<file path="src/rtl/oc_mult_pkg.sv">
package oc_mult_pkg;
  typedef enum logic [1:0] {
    ST_IDLE,
    ST_LOOP,
    ST_RESOLVE,
    ST_SIGN
  } state_e;
endpackage

</file>
<file path="src/rtl/oc_mult_abs.sv">
module oc_mult_abs #(
  parameter int W = 16
) (
  input  logic [W-1:0] val_i,
  output logic [W-1:0] mag_o,
  output logic         neg_o
);
  assign neg_o = val_i[W-1];
  assign mag_o = neg_o ? ~val_i : val_i;
endmodule

</file>
<file path="src/rtl/oc_mult_step.sv">
module oc_mult_step #(
  parameter int W = 16
) (
  input  logic [W-1:0] ac_i,
  input  logic [W-1:0] br_i,
  input  logic [W-1:0] ar_i,
  input  logic [W-1:0] cry_i,
  output logic [W-1:0] ac_o,
  output logic [W-1:0] br_o,
  output logic [W-1:0] cry_o,
  output logic         shift_o
);
  logic [W-1:0] ac_sh;

  assign shift_o = ~br_i[0];
  assign ac_sh   = ac_i >> 1;

  always_comb begin
    if (br_i[0]) begin
      // partial add: carries parked, not propagated
      cry_o = cry_i | (ac_i & ar_i);
      ac_o  = ac_i ^ ar_i;
      br_o  = {br_i[W-1:1], 1'b0};
    end else begin
      // shift pair right, resolve one carry level
      br_o  = {ac_i[0], br_i[W-1:1]};
      ac_o  = ac_sh ^ cry_i;
      cry_o = cry_i & ac_sh;
    end
  end
endmodule

</file>
<file path="src/rtl/oc_mult_resolve.sv">
module oc_mult_resolve #(
  parameter int W = 16
) (
  input  logic [W-1:0] ac_i,
  input  logic [W-1:0] cry_i,
  input  logic         rnd_i,
  output logic [W-1:0] ac_o
);
  logic [W:0] sum1;
  logic [W:0] sum2;

  assign sum1 = {1'b0, ac_i} + {cry_i, 1'b0};
  assign sum2 = {1'b0, sum1[W-1:0]} + {{W{1'b0}}, sum1[W]} + {{W{1'b0}}, rnd_i};
  assign ac_o = sum2[W-1:0] + {{(W-1){1'b0}}, sum2[W]};
endmodule

</file>
<file path="src/rtl/oc_mult.sv">
module oc_mult
  import oc_mult_pkg::*;
#(
  parameter int W = 16
) (
  input  logic         clk_i,
  input  logic         rst_ni,
  input  logic         start_i,
  input  logic         round_i,
  input  logic [W-1:0] acc_i,
  input  logic [W-1:0] mem_i,
  output logic [W-1:0] ac_o,
  output logic [W-1:0] br_o,
  output logic         done_o
);
  localparam int STEPS = W - 1;
  localparam int CW    = $clog2(STEPS + 1);
  localparam logic [CW-1:0] LAST = CW'(STEPS - 1);

  state_e       state_q;
  logic [W-1:0] ac_q, br_q, ar_q, cry_q;
  logic [CW-1:0] cnt_q;
  logic         sign_q, round_q, done_q;

  logic [W-1:0] mc_mag, md_mag;
  logic         mc_neg, md_neg;
  logic [W-1:0] st_ac, st_br, st_cry, res_ac;
  logic         st_shift;

  oc_mult_abs #(.W(W)) u_abs_mc (.val_i(acc_i), .mag_o(mc_mag), .neg_o(mc_neg));
  oc_mult_abs #(.W(W)) u_abs_md (.val_i(mem_i), .mag_o(md_mag), .neg_o(md_neg));

  oc_mult_step #(.W(W)) u_step (
    .ac_i(ac_q), .br_i(br_q), .ar_i(ar_q), .cry_i(cry_q),
    .ac_o(st_ac), .br_o(st_br), .cry_o(st_cry), .shift_o(st_shift)
  );

  oc_mult_resolve #(.W(W)) u_resolve (
    .ac_i(ac_q), .cry_i(cry_q), .rnd_i(round_q & br_q[W-1]), .ac_o(res_ac)
  );

  always_ff @(posedge clk_i or negedge rst_ni) begin
    if (!rst_ni) begin
      state_q <= ST_IDLE;
      ac_q    <= '0;
      br_q    <= '0;
      ar_q    <= '0;
      cry_q   <= '0;
      cnt_q   <= '0;
      sign_q  <= 1'b0;
      round_q <= 1'b0;
      done_q  <= 1'b0;
    end else begin
      done_q <= 1'b0;
      unique case (state_q)
        ST_IDLE: if (start_i) begin
          ac_q    <= '0;
          br_q    <= mc_mag;
          ar_q    <= md_mag;
          cry_q   <= '0;
          cnt_q   <= '0;
          sign_q  <= mc_neg ^ md_neg;
          round_q <= round_i;
          state_q <= ST_LOOP;
        end
        ST_LOOP: begin
          ac_q  <= st_ac;
          br_q  <= st_br;
          cry_q <= st_cry;
          if (st_shift) begin
            cnt_q <= cnt_q + 1'b1;
            if (cnt_q == LAST) state_q <= ST_RESOLVE;
          end
        end
        ST_RESOLVE: begin
          ac_q  <= res_ac;
          cry_q <= '0;
          if (round_q) br_q <= '0;
          state_q <= ST_SIGN;
        end
        ST_SIGN: begin
          if (sign_q) ac_q <= ~ac_q;
          done_q  <= 1'b1;
          state_q <= ST_IDLE;
        end
        default: state_q <= ST_IDLE;
      endcase
    end
  end

  assign ac_o   = ac_q;
  assign br_o   = br_q;
  assign done_o = done_q;
endmodule

</file>
<file path="config.mk">
export PLATFORM = sky130hd
export DESIGN_NAME = oc_mult
export DESIGN_NICKNAME = d
export VERILOG_FILES = /design/src/rtl/oc_mult_pkg.sv /design/src/rtl/oc_mult_abs.sv /design/src/rtl/oc_mult_step.sv /design/src/rtl/oc_mult_resolve.sv /design/src/rtl/oc_mult.sv
export SDC_FILE = /design/constraint.sdc
export NUM_CORES = 1
export LEC_CHECK = 0
export CORE_MARGIN = 1.5
export CORE_UTILIZATION = 36
export CTS_CLUSTER_DIAMETER = 100
export DETAILED_ROUTE_END_ITERATION = 10
export DONT_BUFFER_PORTS = 1
export GPL_ROUTABILITY_DRIVEN = 1
export SYNTH_ARGS = -nofsm -noshare
export SYNTH_HDL_FRONTEND = slang
export SYNTH_HIERARCHICAL = 1
export SYNTH_SLANG_ARGS = --single-unit
export TNS_END_PERCENT = 100
</file>
<file path="constraint.sdc">
create_clock -name clk_i -period 12.3 [get_ports clk_i]
set_clock_uncertainty 0.1 [all_clocks]
set_input_delay 3.075 -clock clk_i [delete_from_list [all_inputs] [get_ports clk_i]]
set_output_delay 3.075 -clock clk_i [all_outputs]
set_load 0.01 [all_outputs]
</file>
Word level (Yosys, flattened, before mapping)
Index checks and enable logic that the tools add are counted.
{"block": "word_totals", "register_bits": 73, "inputBits": 36, "out_inout_bits": 33, "elab_cells": 64}
{"block": "op_classes", "add_sub_neg": 5, "eq_ne": 9, "muxes": 20, "bitwise_logic": 10, "reduce_logical": 10}
{"cell": "$mux 16", "n": 9}
{"cell": "$pmux 16 s3", "n": 2}
{"cell": "$pmux 16 s4", "n": 1}
{"cell": "$not 16->16", "n": 3}
{"cell": "$add 16x1->17", "n": 1}
{"cell": "$add 16x17->17", "n": 1}
{"cell": "$add 17x1->17", "n": 1}
{"cell": "$add 16x1->16", "n": 1}
{"cell": "$and 16x15->16", "n": 1}
{"cell": "$and 16x16->16", "n": 1}
{"cell": "$or 16x16->16", "n": 1}
{"cell": "$xor 15x16->16", "n": 1}
{"cell": "$xor 16x16->16", "n": 1}
{"cell": "$ne 2x2->1 const B", "n": 5}
{"cell": "$reduce_and 3->1", "n": 3}
{"cell": "$mux 4", "n": 2}
{"cell": "$pmux 2 s4", "n": 1}
{"cell": "$pmux 4 s2", "n": 1}
{"cell": "$mux 2", "n": 3}
{"cell": "$reduce_and 2->1", "n": 3}
{"cell": "$add 4x1->4 const B", "n": 1}
{"cell": "$eq 2x2->1 const B", "n": 2}
{"cell": "$eq 4x4->1 const B", "n": 1}
{"cell": "$reduce_and 4->1", "n": 1}
{"cell": "7 further kinds", "n": 7}

Depth between registers and ports, before layout
{"block": "logic_depth", "word_depth": 5, "mapped_depth": 28, "depth_no_buf": 28}

By module
The synthesis kept the hierarchy.
{"mod": "oc_mult", "instances": 1, "cells_per_inst": 322, "area_per_inst_um2": 3450.8, "seq_area_each_um2": 1826.8}
{"mod": "oc_mult_resolve", "instances": 1, "cells_per_inst": 195, "area_per_inst_um2": 1590.3, "seq_area_each_um2": 0.0}
{"mod": "oc_mult_step", "instances": 1, "cells_per_inst": 118, "area_per_inst_um2": 1136.1, "seq_area_each_um2": 0.0}
{"mod": "oc_mult_abs", "instances": 2, "cells_per_inst": 20, "area_per_inst_um2": 181.4, "seq_area_each_um2": 0.0}

Least setup slack after synthesis
No wires, ideal clock.
{"block": "synth_path", "path_kind": "reg2reg", "from": "register ac_q[4] (netlist: ac_o[4])", "to": "register ac_q[15] (netlist: ac_o[15])", "setup_time_ns": 0.121, "arrival_ns": 5.340, "t_required_ns": 12.079, "path_slack_ns": 6.739, "stages_incl_launch_ff": 29, "n_path_buf": 0, "synth_period_minus_slack_ns": 5.561, "path_cell_list": "dfrtp_1 -> ha_1 -> a21o_2 -> a21oi_4 -> a21o_1 -> a21oi_1 -> o41a_1 -> a21o_1 -> a21oi_1 -> xor2_1 -> fa_1 -> inv_1 -> ha_1 -> and3_1 -> and3_1 -> nand2_2 -> nor4bb_1 -> nand3_1 -> nor2_1 -> ha_1 -> nand2_1 -> nor2b_1 -> and4b_1 -> o2111ai_2 -> a21oi_2 -> xnor2_1 -> a22oi_1 -> o21ai_0 -> a22o_1"}
{"block": "synth_between", "elab_chain_cells": 5}
{"element": "from (decl)", "line": "oc_mult.sv:21", "source": "logic [W-1:0] ac_q, br_q, ar_q, cry_q;"}
{"element": "from (signal assigned)", "line": "oc_mult.sv:67", "source": "ac_q <= st_ac;"}
{"element": "from (signal assigned)", "line": "oc_mult.sv:76", "source": "ac_q <= res_ac;"}
{"element": "from (signal assigned)", "line": "oc_mult.sv:82", "source": "if (sign_q) ac_q <= ~ac_q;"}
{"element": "$add 16x17->17", "line": "oc_mult_resolve.sv:12", "source": "assign sum1 = {1'b0, ac_i} + {cry_i, 1'b0};"}
{"element": "$add 16x1->17", "line": "oc_mult_resolve.sv:13", "source": "assign sum2 = {1'b0, sum1[W-1:0]} + {{W{1'b0}}, sum1[W]} + {{W{1'b0}}, rnd_i};"}
{"element": "$add 17x1->17", "line": "oc_mult_resolve.sv:13"}
{"element": "$add 16x1->16", "line": "oc_mult_resolve.sv:14", "source": "assign ac_o = sum2[W-1:0] + {{(W-1){1'b0}}, sum2[W]};"}
{"element": "net res_ac[15]", "line": "oc_mult.sv:27", "source": "logic [W-1:0] st_ac, st_br, st_cry, res_ac;"}
{"element": "$pmux 16 s4", "line": "oc_mult.sv:55", "source": "unique case (state_q)"}
The timed path passes the listed nets, and every way through them passes these cells.
A chain may end at the register's enable or synchronous reset.

Worst setup path after layout
Ends and elaborated chain as after synthesis.

==> metrics.txt <==
# DRC 0; crit path max fanout 7; final setup TNS 0 ps; post-synthesis sequential area ratio 0.279; Post-DRT Antenna Nets 0; vias in the first global route 4756; wire per inst 17.4 um; Crit-path slowest cell dfrtp_1; detailed-route via count 4713; yosys warns 6; Worst setup EP type flop; FF-to-FF setup slack 5980 ps; Syn-to-layout area delta 3.83%; CP Launch Type flop; Cells after Synth 675; latest clock arrival within the worst-skew pair 340 ps; # Max-Cap Violations 0; hold_buf cts 0; Syn Nets 771; Max Freq 158 MHz; Via density 5.36; Crit Path Class reg2reg; crit path buf inv count 1; Layout Nets 743; RSZ-0062 raised after global routing no; synthesized area per cell 9.69 um^2; Routability Congestion 0.826; Yosys cell types 72; die span in x 138 um; Worst Hold Class reg2reg; total grt overflow 0; CTS Sinks 73; Peak VDD IR 0.000219 V; global-route wire length before repair 24700 um; initial antenna violation count 0; Post-synth ARST share 1.00; Primary FF master, synth dfrtp_1; Post-synth EDFFs 0; CTS Buf Count 9; diode count 0; share of cells above drive strength 1 0.174; Final Hold Vio Count 0; crit path DAT 6450 ps; clock root cell clkbuf_16; Longest Clk Path Bufs 2; 1st-iter DRT viols 230; largest net degree at the start of global routing 74; CTS tree built; Post-CTS Setup Inserts 0; Layout Cells excl Fill 880; Critical Path Max Stage Delay 480 ps; Synth Register Bits 73; fin crit share 0.514; Slew HR 0.328; 1st-pass router iterations 4; area of the core 0.0179 mm^2; DRT Wirelength 15300 um; final number of setup-violating endpoints 0; Slew Limit Fails 0; Rows 49; Die Height 138 um; Worst-Margin Slew 1010 ps; clock slew at reported path FFs 60 ps; H-tree Lvls 3; starting density of the core 0.365; # port buffers 0; status finished, final reports clean; cell family with most CP delay compound AO/OA/AOI/OAI gates; most used cell, CP ha_1; cts repair resizes 0; HPWL Detailed 10500 um; crit path time final 6320 ps; Placed Cells 865; post-synthesis cell area 0.00654 mm^2; power per cell area 254 mW/mm^2; gr usage total 0.171; Req. time, crit path 12430 ps; die area 0.0190 mm^2; # IOs 69; leakage power 0.00309 uW
logic make-up after synthesis:
family,Yosys count,synth area share
AOI/OAI and AO/OA,171,0.175
and+or+nand+nor,167,0.134
DFF,73,0.279
muxes,70,0.135
buffers and inverters,70,0.0656
xor gates and xnor gates,62,0.0920
adders and majority gates,60,0.117
other,2,0.00115
layout make-up:
| type | count | area (um^2) |
|---|---|---|
| clock buffer | 9 | 225 |
| clock inverter | 6 | 36.3 |
| fill | 1837 | 11100 |
| inverter | 29 | 109 |
| multi-input combinational | 532 | 4290 |
| sequential | 73 | 1830 |
| tap | 229 | 287 |
| timing repair buffer | 2 | 15.0 |
metrics by stage:
step                      instance area (um^2)  utilization  power (uW)  hold slack [ps]  setup slack, ps
after global placement                    6530        0.365        1480              399             6180
after detailed placement                  6530        0.365        1490              400             6020
after global routing                      6790        0.379        1880              430             5460
after floorplan                           6540            -        1320              374             6740
after CTS                                 6790        0.379        1740              414             6000
final                                     6790        0.379        1720              409             5980
routing by layer:
| layer | part of all wire | up-vias | wire (um) | track usage |
|---|---|---|---|---|
| met2 | 0.48 | 79 | 7320 | 0.289 |
| li1 | - | 2358 | - | - |
| met1 | 0.46 | 2256 | 7070 | 0.212 |
| met5 | 0 | - | 0 | 0 |
| met4 | 0.014 | 0 | 221 | 0.0469 |
| met3 | 0.045 | 20 | 694 | 0.0475 |
cells in the mapped netlist, types with 5 or more instances:
library cell,instances,area (um^2)
buf_6,7,78.8
o21ai_0,77,385
mux2_4,27,405
and3_1,5,31.3
ha_1,58,726
a22o_1,16,140
a21oi_1,19,95.1
nand4_1,7,43.8
clkbuf_1,12,45.0
xnor2_1,17,149
nand2_1,32,120
nor2_1,51,191
dfrtp_1,73,1830
mux2_2,39,439
buf_2,9,45.0
a22oi_1,18,135
nand3_1,31,155
xor2_1,38,333
a21o_1,5,37.5
nor2b_1,8,50.1
inv_1,29,109
buf_4,7,52.6
power by group:
part / leakage [uW] / switching, uW / total (uW) / internal (uW)
Combinational: 0.00202 / 542 / 1010 / 471
Clock: 0.000131 / 103 / 238 / 134
Sequential: 0.000937 / 132 / 473 / 341
Total: 0.00309 / 777 / 1720 / 946
layout by cell type (no fill, tap or decap), types with 3 or more instances in the layout:
cell       Yosys  routed
a22oi_1       18      18
a211oi_1       3       3
mux2_4        27      27
and2_1         3       3
o21ai_0       77      77
dfrtp_1       73      72
nand4_1        7       7
nand3_1       31      31
mux2i_1        4       4
o21a_1         4       4
a21oi_1       19      19
xor2_1        38      38
nor2b_1        8       8
a22o_1        16      16
nand4b_1       3       3
inv_1         29      29
ha_1          58      57
a21o_1         5       5
nor2_1        51      51
clkbuf_16      0       9
mux2_2        39      39
nand2_1       32      32
xnor2_2        4       4
nor3_1         3       3
clkinv_2       0       4
a211o_1        4       4
xnor2_1       17      17
and3_1         5       5
worst paths after layout:
path | cells after the start | startpoint | endpoint
worst max-delay path | 28 | ac_o[4] | ac_o[15]
worst min-delay path | 1 | ar_q[14] | ar_q[14]
worst max register to register | 28 | ac_o[4] | ac_o[15]
worst min register to register | 1 | ar_q[14] | ar_q[14]
max in group asynchronous | 0 | rst_ni | br_o[0]
min in group asynchronous | 0 | rst_ni | ac_o[3]
flip-flops by register name, summed over array words and instances (netlist names):
name,count
br_o,16
ac_o,16
ar_q,16
done_o,1
state_q,2
round_q,1
cry_q,16
sign_q,1
cnt_q,4
No activity file was read; power rests on OpenSTA's default activity.
